$ cat config.mk
export PLATFORM = sky130hd
export DESIGN_NAME = pgcfg_port
export DESIGN_NICKNAME = d
export VERILOG_FILES = /design/src/rtl/pgcfg_pkg.sv /design/src/rtl/pgcfg_page_bank.sv /design/src/rtl/pgcfg_cfg_bank.sv /design/src/rtl/pgcfg_port.sv
export SDC_FILE = /design/constraint.sdc
export NUM_CORES = 2
export LEC_CHECK = 0
export BUFFER_PORTS_ARGS = -buffer_cell sky130_fd_sc_hd__buf_4
export CAP_MARGIN = 20
export CORE_AREA = 5 5 441 443
export CTS_BUF_LIST = sky130_fd_sc_hd__clkbuf_2 sky130_fd_sc_hd__clkbuf_4 sky130_fd_sc_hd__clkbuf_8
export DETAILED_ROUTE_END_ITERATION = 8
export DIE_AREA = 0 0 446 448
export MAX_ROUTING_LAYER = met4
export PLACE_DENSITY_LB_ADDON = 0.08
export SETUP_SLACK_MARGIN = 0.1
export SLEW_MARGIN = 10
export SYNTH_ARGS = -nofsm -noshare
export SYNTH_HDL_FRONTEND = slang
export SYNTH_SLANG_ARGS = --single-unit
$ cat constraint.sdc
create_clock -name clk -period 3.65 [get_ports clk]
set_input_delay 0.5475 -clock clk [delete_from_list [all_inputs] [get_ports clk]]
set_output_delay 0.5475 -clock clk [all_outputs]
set_load 0.1 [all_outputs]
$ cat src/rtl/pgcfg_pkg.sv
package pgcfg_pkg;

  // Offsets inside the four-address window
  typedef enum logic [1:0] {
    OFS_PAGE_DATA = 2'd0,
    OFS_CFG_INDEX = 2'd1,
    OFS_PAGE_INDEX = 2'd2,
    OFS_CFG_DATA = 2'd3
  } io_ofs_e;

  // Fill applied on a word read of the page-data port
  function automatic logic [15:0] page_wide_view(input logic [15:0] r, input logic narrow_fill);
    return r | (narrow_fill ? 16'hF000 : 16'hFC00);
  endfunction

  // Bits a configuration register keeps on a write
  function automatic logic [7:0] cfg_keep_mask(input int idx, input bit sleep_opt, input logic [3:0] rev);
    case (idx)
      0: return 8'h1F;
      1: return 8'hBF;
      2, 3: return 8'hFF;
      4: return 8'h0F;
      5: return sleep_opt ? 8'hFF : 8'h0F;
      6: return (rev == 4'd8) ? 8'hFE : 8'h00;
      default: return 8'h00;
    endcase
  endfunction

  // Read-back view: stored bits merged with straps and revision
  function automatic logic [7:0] cfg_view(input int idx, input logic [7:0] st, input logic [3:0] rev,
                                          input logic [2:0] s_size, input logic s_bank, input logic s_large);
    case (idx)
      0: return {s_size, st[4:0]};
      1: return {st[7], s_bank, st[5:0]};
      4: return {rev, st[3:0]};
      6: return (rev == 4'd8) ? {st[7:1], s_large} : 8'h00;
      default: return st;
    endcase
  endfunction

endpackage

$ cat src/rtl/pgcfg_page_bank.sv
module pgcfg_page_bank #(
  parameter int N_PAGE = 64,
  parameter int PW = 16,
  parameter int IW = 8
) (
  input  logic                 clk,
  input  logic                 rst_n,
  input  logic                 idx_wr,
  input  logic [IW-1:0]        idx_wdata,
  input  logic                 acc,
  input  logic                 wr,
  input  logic                 wide,
  input  logic [PW-1:0]        wdata,
  output logic [IW-1:0]        pidx,
  output logic [PW-1:0]        sel_word,
  output logic [N_PAGE*PW-1:0] regs_flat
);
  localparam int SW = $clog2(N_PAGE);

  wire [SW-1:0] sel  = pidx[SW-1:0];
  wire          step = acc && pidx[IW-1];

  always_ff @(posedge clk) begin
    if (!rst_n)      pidx <= '0;
    else if (idx_wr) pidx <= idx_wdata;
    else if (step)   pidx <= pidx + 1'b1;
  end

  for (genvar g = 0; g < N_PAGE; g++) begin : g_page
    logic [PW-1:0] r;
    always_ff @(posedge clk) begin
      if (!rst_n) r <= '0;
      else if (wr && sel == SW'(g))
        r <= wide ? wdata : {{(PW-8){1'b1}}, wdata[7:0]};
    end
    assign regs_flat[g*PW +: PW] = r;
  end

  assign sel_word = regs_flat[sel*PW +: PW];
endmodule

$ cat src/rtl/pgcfg_cfg_bank.sv
module pgcfg_cfg_bank
  import pgcfg_pkg::*;
#(
  parameter int N_CFG = 7,
  parameter bit HAS_IDX = 1'b1,
  parameter bit HAS_SLEEP = 1'b1,
  parameter int CHIP_REV = 8
) (
  input  logic               clk,
  input  logic               rst_n,
  input  logic               idx_wr,
  input  logic               data_wr,
  input  logic [7:0]         wdata,
  input  logic [2:0]         strap_size,
  input  logic               strap_bank,
  input  logic               strap_large,
  output logic [7:0]         cidx,
  output logic               sel_valid,
  output logic [7:0]         sel_view,
  output logic [N_CFG*8-1:0] view_flat
);
  localparam logic [3:0] REV4 = 4'(CHIP_REV);

  if (HAS_IDX) begin : g_idx
    always_ff @(posedge clk) begin
      if (!rst_n)      cidx <= '0;
      else if (idx_wr) cidx <= wdata;
    end
  end else begin : g_noidx
    assign cidx = '0;
  end

  for (genvar g = 0; g < N_CFG; g++) begin : g_cfg
    localparam logic [7:0] RST_VAL = (g == 0) ? 8'h04 : 8'h00;
    logic [7:0] st;
    always_ff @(posedge clk) begin
      if (!rst_n) st <= RST_VAL;
      else if (data_wr && cidx[2:0] == 3'(g))
        st <= wdata & cfg_keep_mask(g, HAS_SLEEP, REV4);
    end
    assign view_flat[g*8 +: 8] = cfg_view(g, st, REV4, strap_size, strap_bank, strap_large);
  end

  assign sel_valid = int'(cidx[2:0]) < N_CFG;
  assign sel_view  = sel_valid ? view_flat[cidx[2:0]*8 +: 8] : 8'hFF;
endmodule

$ cat src/rtl/pgcfg_port.sv
module pgcfg_port
  import pgcfg_pkg::*;
#(
  parameter int AW = 16,
  parameter logic [15:0] BASE_ADDR = 16'h01EC,
  parameter int N_PAGE = 64,
  parameter int N_CFG = 7,
  parameter bit HAS_CFG_INDEX = 1'b1,
  parameter bit HAS_SLEEP = 1'b1,
  parameter int CHIP_REV = 8
) (
  input  logic                 clk,
  input  logic                 rst_n,
  input  logic [AW-1:0]        io_addr,
  input  logic                 io_wr,
  input  logic                 io_rd,
  input  logic                 io_wide,
  input  logic [15:0]          io_wdata,
  output logic [15:0]          io_rdata,
  input  logic [2:0]           strap_size,
  input  logic                 strap_bank,
  input  logic                 strap_large,
  output logic [N_PAGE*16-1:0] page_regs_o,
  output logic [N_CFG*8-1:0]   cfg_regs_o
);
  localparam logic [AW-1:0] BASE = AW'(BASE_ADDR);

  // Decode events, named for the checker
  wire       io_hit  = io_addr[AW-1:2] == BASE[AW-1:2];
  wire [1:0] ofs     = io_addr[1:0];
  wire       pg_acc  = io_hit && ofs == OFS_PAGE_DATA && (io_rd || io_wr);
  wire       pg_wr   = io_hit && ofs == OFS_PAGE_DATA && io_wr;
  wire       pidx_wr = io_hit && ofs == OFS_PAGE_INDEX && io_wr && !io_wide;
  wire       cidx_wr = io_hit && ofs == OFS_CFG_INDEX && io_wr && !io_wide;
  wire       cdat_wr = io_hit && ofs == OFS_CFG_DATA && io_wr && !io_wide;

  logic [7:0]  pidx, cidx, sel_view;
  logic [15:0] sel_word;
  logic        sel_valid;

  pgcfg_page_bank #(.N_PAGE(N_PAGE), .PW(16), .IW(8)) u_page (
    .clk(clk), .rst_n(rst_n), .idx_wr(pidx_wr), .idx_wdata(io_wdata[7:0]),
    .acc(pg_acc), .wr(pg_wr), .wide(io_wide), .wdata(io_wdata),
    .pidx(pidx), .sel_word(sel_word), .regs_flat(page_regs_o)
  );

  pgcfg_cfg_bank #(.N_CFG(N_CFG), .HAS_IDX(HAS_CFG_INDEX), .HAS_SLEEP(HAS_SLEEP),
                   .CHIP_REV(CHIP_REV)) u_cfg (
    .clk(clk), .rst_n(rst_n), .idx_wr(cidx_wr), .data_wr(cdat_wr), .wdata(io_wdata[7:0]),
    .strap_size(strap_size), .strap_bank(strap_bank), .strap_large(strap_large),
    .cidx(cidx), .sel_valid(sel_valid), .sel_view(sel_view), .view_flat(cfg_regs_o)
  );

  wire narrow_fill = cfg_regs_o[4*8+7];

  always_comb begin
    io_rdata = 16'hFFFF;
    if (io_rd && io_hit) begin
      case (ofs)
        OFS_PAGE_DATA:  io_rdata = io_wide ? page_wide_view(sel_word, narrow_fill)
                                           : {8'hFF, sel_word[7:0]};
        OFS_CFG_INDEX:  if (!io_wide && HAS_CFG_INDEX) io_rdata = {8'hFF, cidx};
        OFS_PAGE_INDEX: if (!io_wide) io_rdata = {8'hFF, pidx};
        default:        if (!io_wide && sel_valid) io_rdata = {8'hFF, sel_view};
      endcase
    end
  end
endmodule

==> reports/results.tsv <==
stage	metric	value	unit
detailed_routing	First-pass DRT Iterations	5	
placed_design	post-place setup slack	-0.498	ns
synth	Async SR Flop Fraction	0	%
cells_and_area	Util after Layout	34.1	%
synth	Synth Flop Type	dfxtp_1	
grt	initial antenna violation count	9	
worst_setup_path	critical path's largest stage delay	0.57	ns
grt	first-pass GRT wire length	369000	µm
timing	final hold slack	0.103	ns
power	PD cells	398	mW/mm²
cells_and_area	filler-free cell count of the finished design	8834	
timing	Slew @ Worst Pin	1.13	ns
synth	Distinct cells, synth	56	
worst_setup_path	Critical Path Start Type	flip-flop	
grt	vias in the first global route	42300	
run	Max Cap Viol	0	
worst_setup_path	reg2reg setup slack	0.72	ns
power	Lkg Pwr	24.1	nW
die	Top-Level Pins	1138	
die	die area	0.200	mm²
synth	top post-synthesis cells by area	dfxtp_1 (48%), mux4_2 (11%), nand2_1 (9.1%)	
grt	GRT overflow	0	
timing	unrepaired setup endpoints after global routing	yes	
die	initial core utilization	23.9	%
die	total core area	0.190	mm²
placed_design	hpwl dp	204000	µm
detailed_routing	ANT nets after route	0	
cells_and_area	nets	6210	
worst_setup_path	worst path cell trace	buf_12 -> buf_16 -> mux4_2 -> a22oi_2 -> buf_4 -> a21oi_4 -> o41ai_4 -> buf_4 -> and3_4 -> o21ai_4 -> buf_12	
synth	EDFF count, synth	0	
worst_setup_path	Worst R2R Path Depth	10	
grt	GRT Overall Usage	27.1	%
clocking	CTS Buf Count	204	
worst_setup_path	WP data required	3.10	ns
synth	Post-Synthesis Cells	4963	
detailed_routing	DRC viols	0	
timing	fmax	229	MHz
detailed_routing	vias per inst	4.95	
min_path	worst hold endpoint	u_page.g_page[23].r[12]	
timing	final slew viol count	0	
worst_setup_path	worst-path maximum fanout	5	
min_path	hold path depth	4	
worst_setup_path	reg2reg end	u_page.g_page[30].r[8]	
synth	synth cell count leaders	nand2_1 (1102), dfxtp_1 (1087), nor2_1 (590), a21oi_1 (565), a211oi_1 (480)	
power	VDD IR max	303	µV
detailed_routing	vias	43700	
worst_setup_path	Setup CP Type	flip-flop to output pin	
clocking	CTS tree	yes	
clocking	later-pin clock latency in the skew report	1.00	ns
clocking	Root Buffer Master	clkbuf_8	
outcome	status	finished with violations	
die	die width	446	µm
clocking	Reg clk slew, reported paths	0.06	ns
synth	syn_area_per_cell	9.14	µm²
detailed_routing	drt total wl	275000	µm
timing	Finish-stage setup viols	12	
synth	Post-Synthesis Cell Area	0.0454	mm²
detailed_routing	First DRT Iteration DRCs	3640	
detailed_routing	post-DR wirelength/cell	31.1	µm
placed_design	DP Cell Count	8377	
synth	flops & latches, synth	1087	
die	die height	448	µm
grt	largest net degree at the start of global routing	98	
timing	Setup WS post-layout	-0.725	ns
synth	cell with the most instances after synthesis	nand2_1	
timing	Tmin final	4.38	ns
timing	final setup skew	0.0450	ns
placed_design	port bufs	1129	
synth	yosys warns	0	
worst_setup_path	data arrival time of the worst path	3.83	ns
timing	Max-Slew Margin vs Limit	23.6	%
clocking	Sink Count	1087	
outcome	failing checks	setup timing	
clocking	H-Tree Depth	4	
worst_setup_path	slowest CP cell	mux4_2	
die	FP Rows	160	
synth	post-synthesis sequential area ratio	48.0	%
worst_setup_path	Crit. End Element	output pin	
clocking	CTS max path bufs	3	
min_path	min-delay src	io_wdata[12]	
synth	largest area contributor in the netlist	dfxtp_1	
min_path	Worst Hold Class	primary input to flip-flop	
timing	Hold Fails Final Rpt	0	
cells_and_area	ratio of cells with drive above 1 in the final layout	37.5	%
worst_setup_path	RR Startpoint	u_page.pidx[0]	
cells_and_area	area delta synth->final	42.3	%
synth	area share of the largest cell type after synthesis	48.0	%
placed_design	RePlAce Congestion	0.881	
timing	period utilization	120	%
[placed cells by master (no fill, tap or decap), types with 6 or more instances in the layout]
cell type,n
o21ai_0,49
a22oi_2,15
dfxtp_2,123
mux4_2,222
clkbuf_4,92
buf_8,7
mux2i_1,56
dlygate4sd3_1,11
buf_12,115
a22oi_1,7
nand3_1,72
o211ai_1,8
buf_4,1303
nand2_1,1100
a21oi_1,558
a211oi_1,478
a211oi_2,38
nor2_4,44
clkbuf_8,256
dfxtp_1,961
buf_16,14
a21oi_2,6
nand4_1,7
nor2_8,20
nor3_1,6
nor2_1,572
diode_2,6
buf_6,20
nor2_2,9
conb_1,8
[where the power goes]
part	internal [mW]	total, mW	switching [mW]
clock network	7.34	13.0	5.63
logic	0.173	0.851	0.678
registers	11.9	11.9	0.00000456
total	19.4	25.7	6.31
[metrics by stage]
stage	setup TNS [ns]	instance area, µm²	power, mW
after floorplan	0	45700	12.6
after detailed placement	-1.37	58400	13.0
after CTS	-9.12	64300	26.1
after global routing	-8.67	64500	26.6
after global placement	-1.47	58400	13.0
final	-7.59	64600	25.7
[how the worst max path moves through the flow]
stage / from / end / slack [ns] / cells past startpoint
final: u_page.pidx[0] / io_rdata[2] / -0.73 / 11
after global routing: u_page.pidx[0] / io_rdata[2] / -0.77 / 11
after CTS: u_page.pidx[0] / io_rdata[2] / -0.84 / 11
after detailed placement: u_page.pidx[0] / io_rdata[2] / -0.50 / 10
after global placement: u_page.pidx[0] / io_rdata[2] / -0.49 / 10
after floorplan: u_page.g_page[17].r[7] / io_rdata[7] / 0.06 / 4
[what timing repair did]
item | in CTS | in global routing
endpoints found under the setup margin | 12 | 12
hold endpoints to repair | 83 | 0
resized for setup | 126 | 21
cloned | 9 | 3
hold buffers | 11 | 0
pin swaps | 19 | 11
setup buffers | 56 | 8
[sequential cells by signal, indices dropped and copies added (netlist names)]
register	cells
u_page.g_page.r	1024
u_cfg.g_cfg.st	47
u_cfg.cidx	8
u_page.pidx	8
[critical path, delay by kind of cell, from the launching register on]
kind                   cells  cell delay (ns)
AOI/OAI and AO/OA          4             0.82
buffers and inverters      5             0.83
DFF                        1             0.38
muxes                      1             0.57
and+or+nand+nor            1             0.20
[routing by layer]
layer,global-route usage [%],up-vias,part of all wire (%),routed length [µm]
met5,-,-,0,0
met4,11.8,0,5.0,13900
met3,6.18,426,7.2,19900
met2,44.6,1810,48,133000
met1,31.7,21600,39,108000
li1,-,19800,-,-
[final cells by class]
cell class | count | area, µm²
Inverter | 10 | 45.0
Multi-Input combinational cell | 3381 | 22000
Tap cell | 2511 | 3140
Antenna cell | 6 | 15.0
Fill cell | 19700 | 125000
Clock buffer | 348 | 4210
Sequential cell | 1087 | 21900
Clock inverter | 16 | 188
Timing Repair Buffer | 1475 | 13100
[kinds of logic (layout without fill, tap and decap cells)]
kind of cell	Yosys count	after routing	synth area share [%]
other	2	14	0.0166
buffers and inverters	501	1849	5.14
DFF	1087	1087	48.0
muxes	287	287	12.5
and+or+nand+nor	1873	1873	17.2
AOI/OAI and AO/OA	1204	1204	17.0
adders and majority gates	9	9	0.248
No activity file was read; power rests on OpenSTA's default activity.
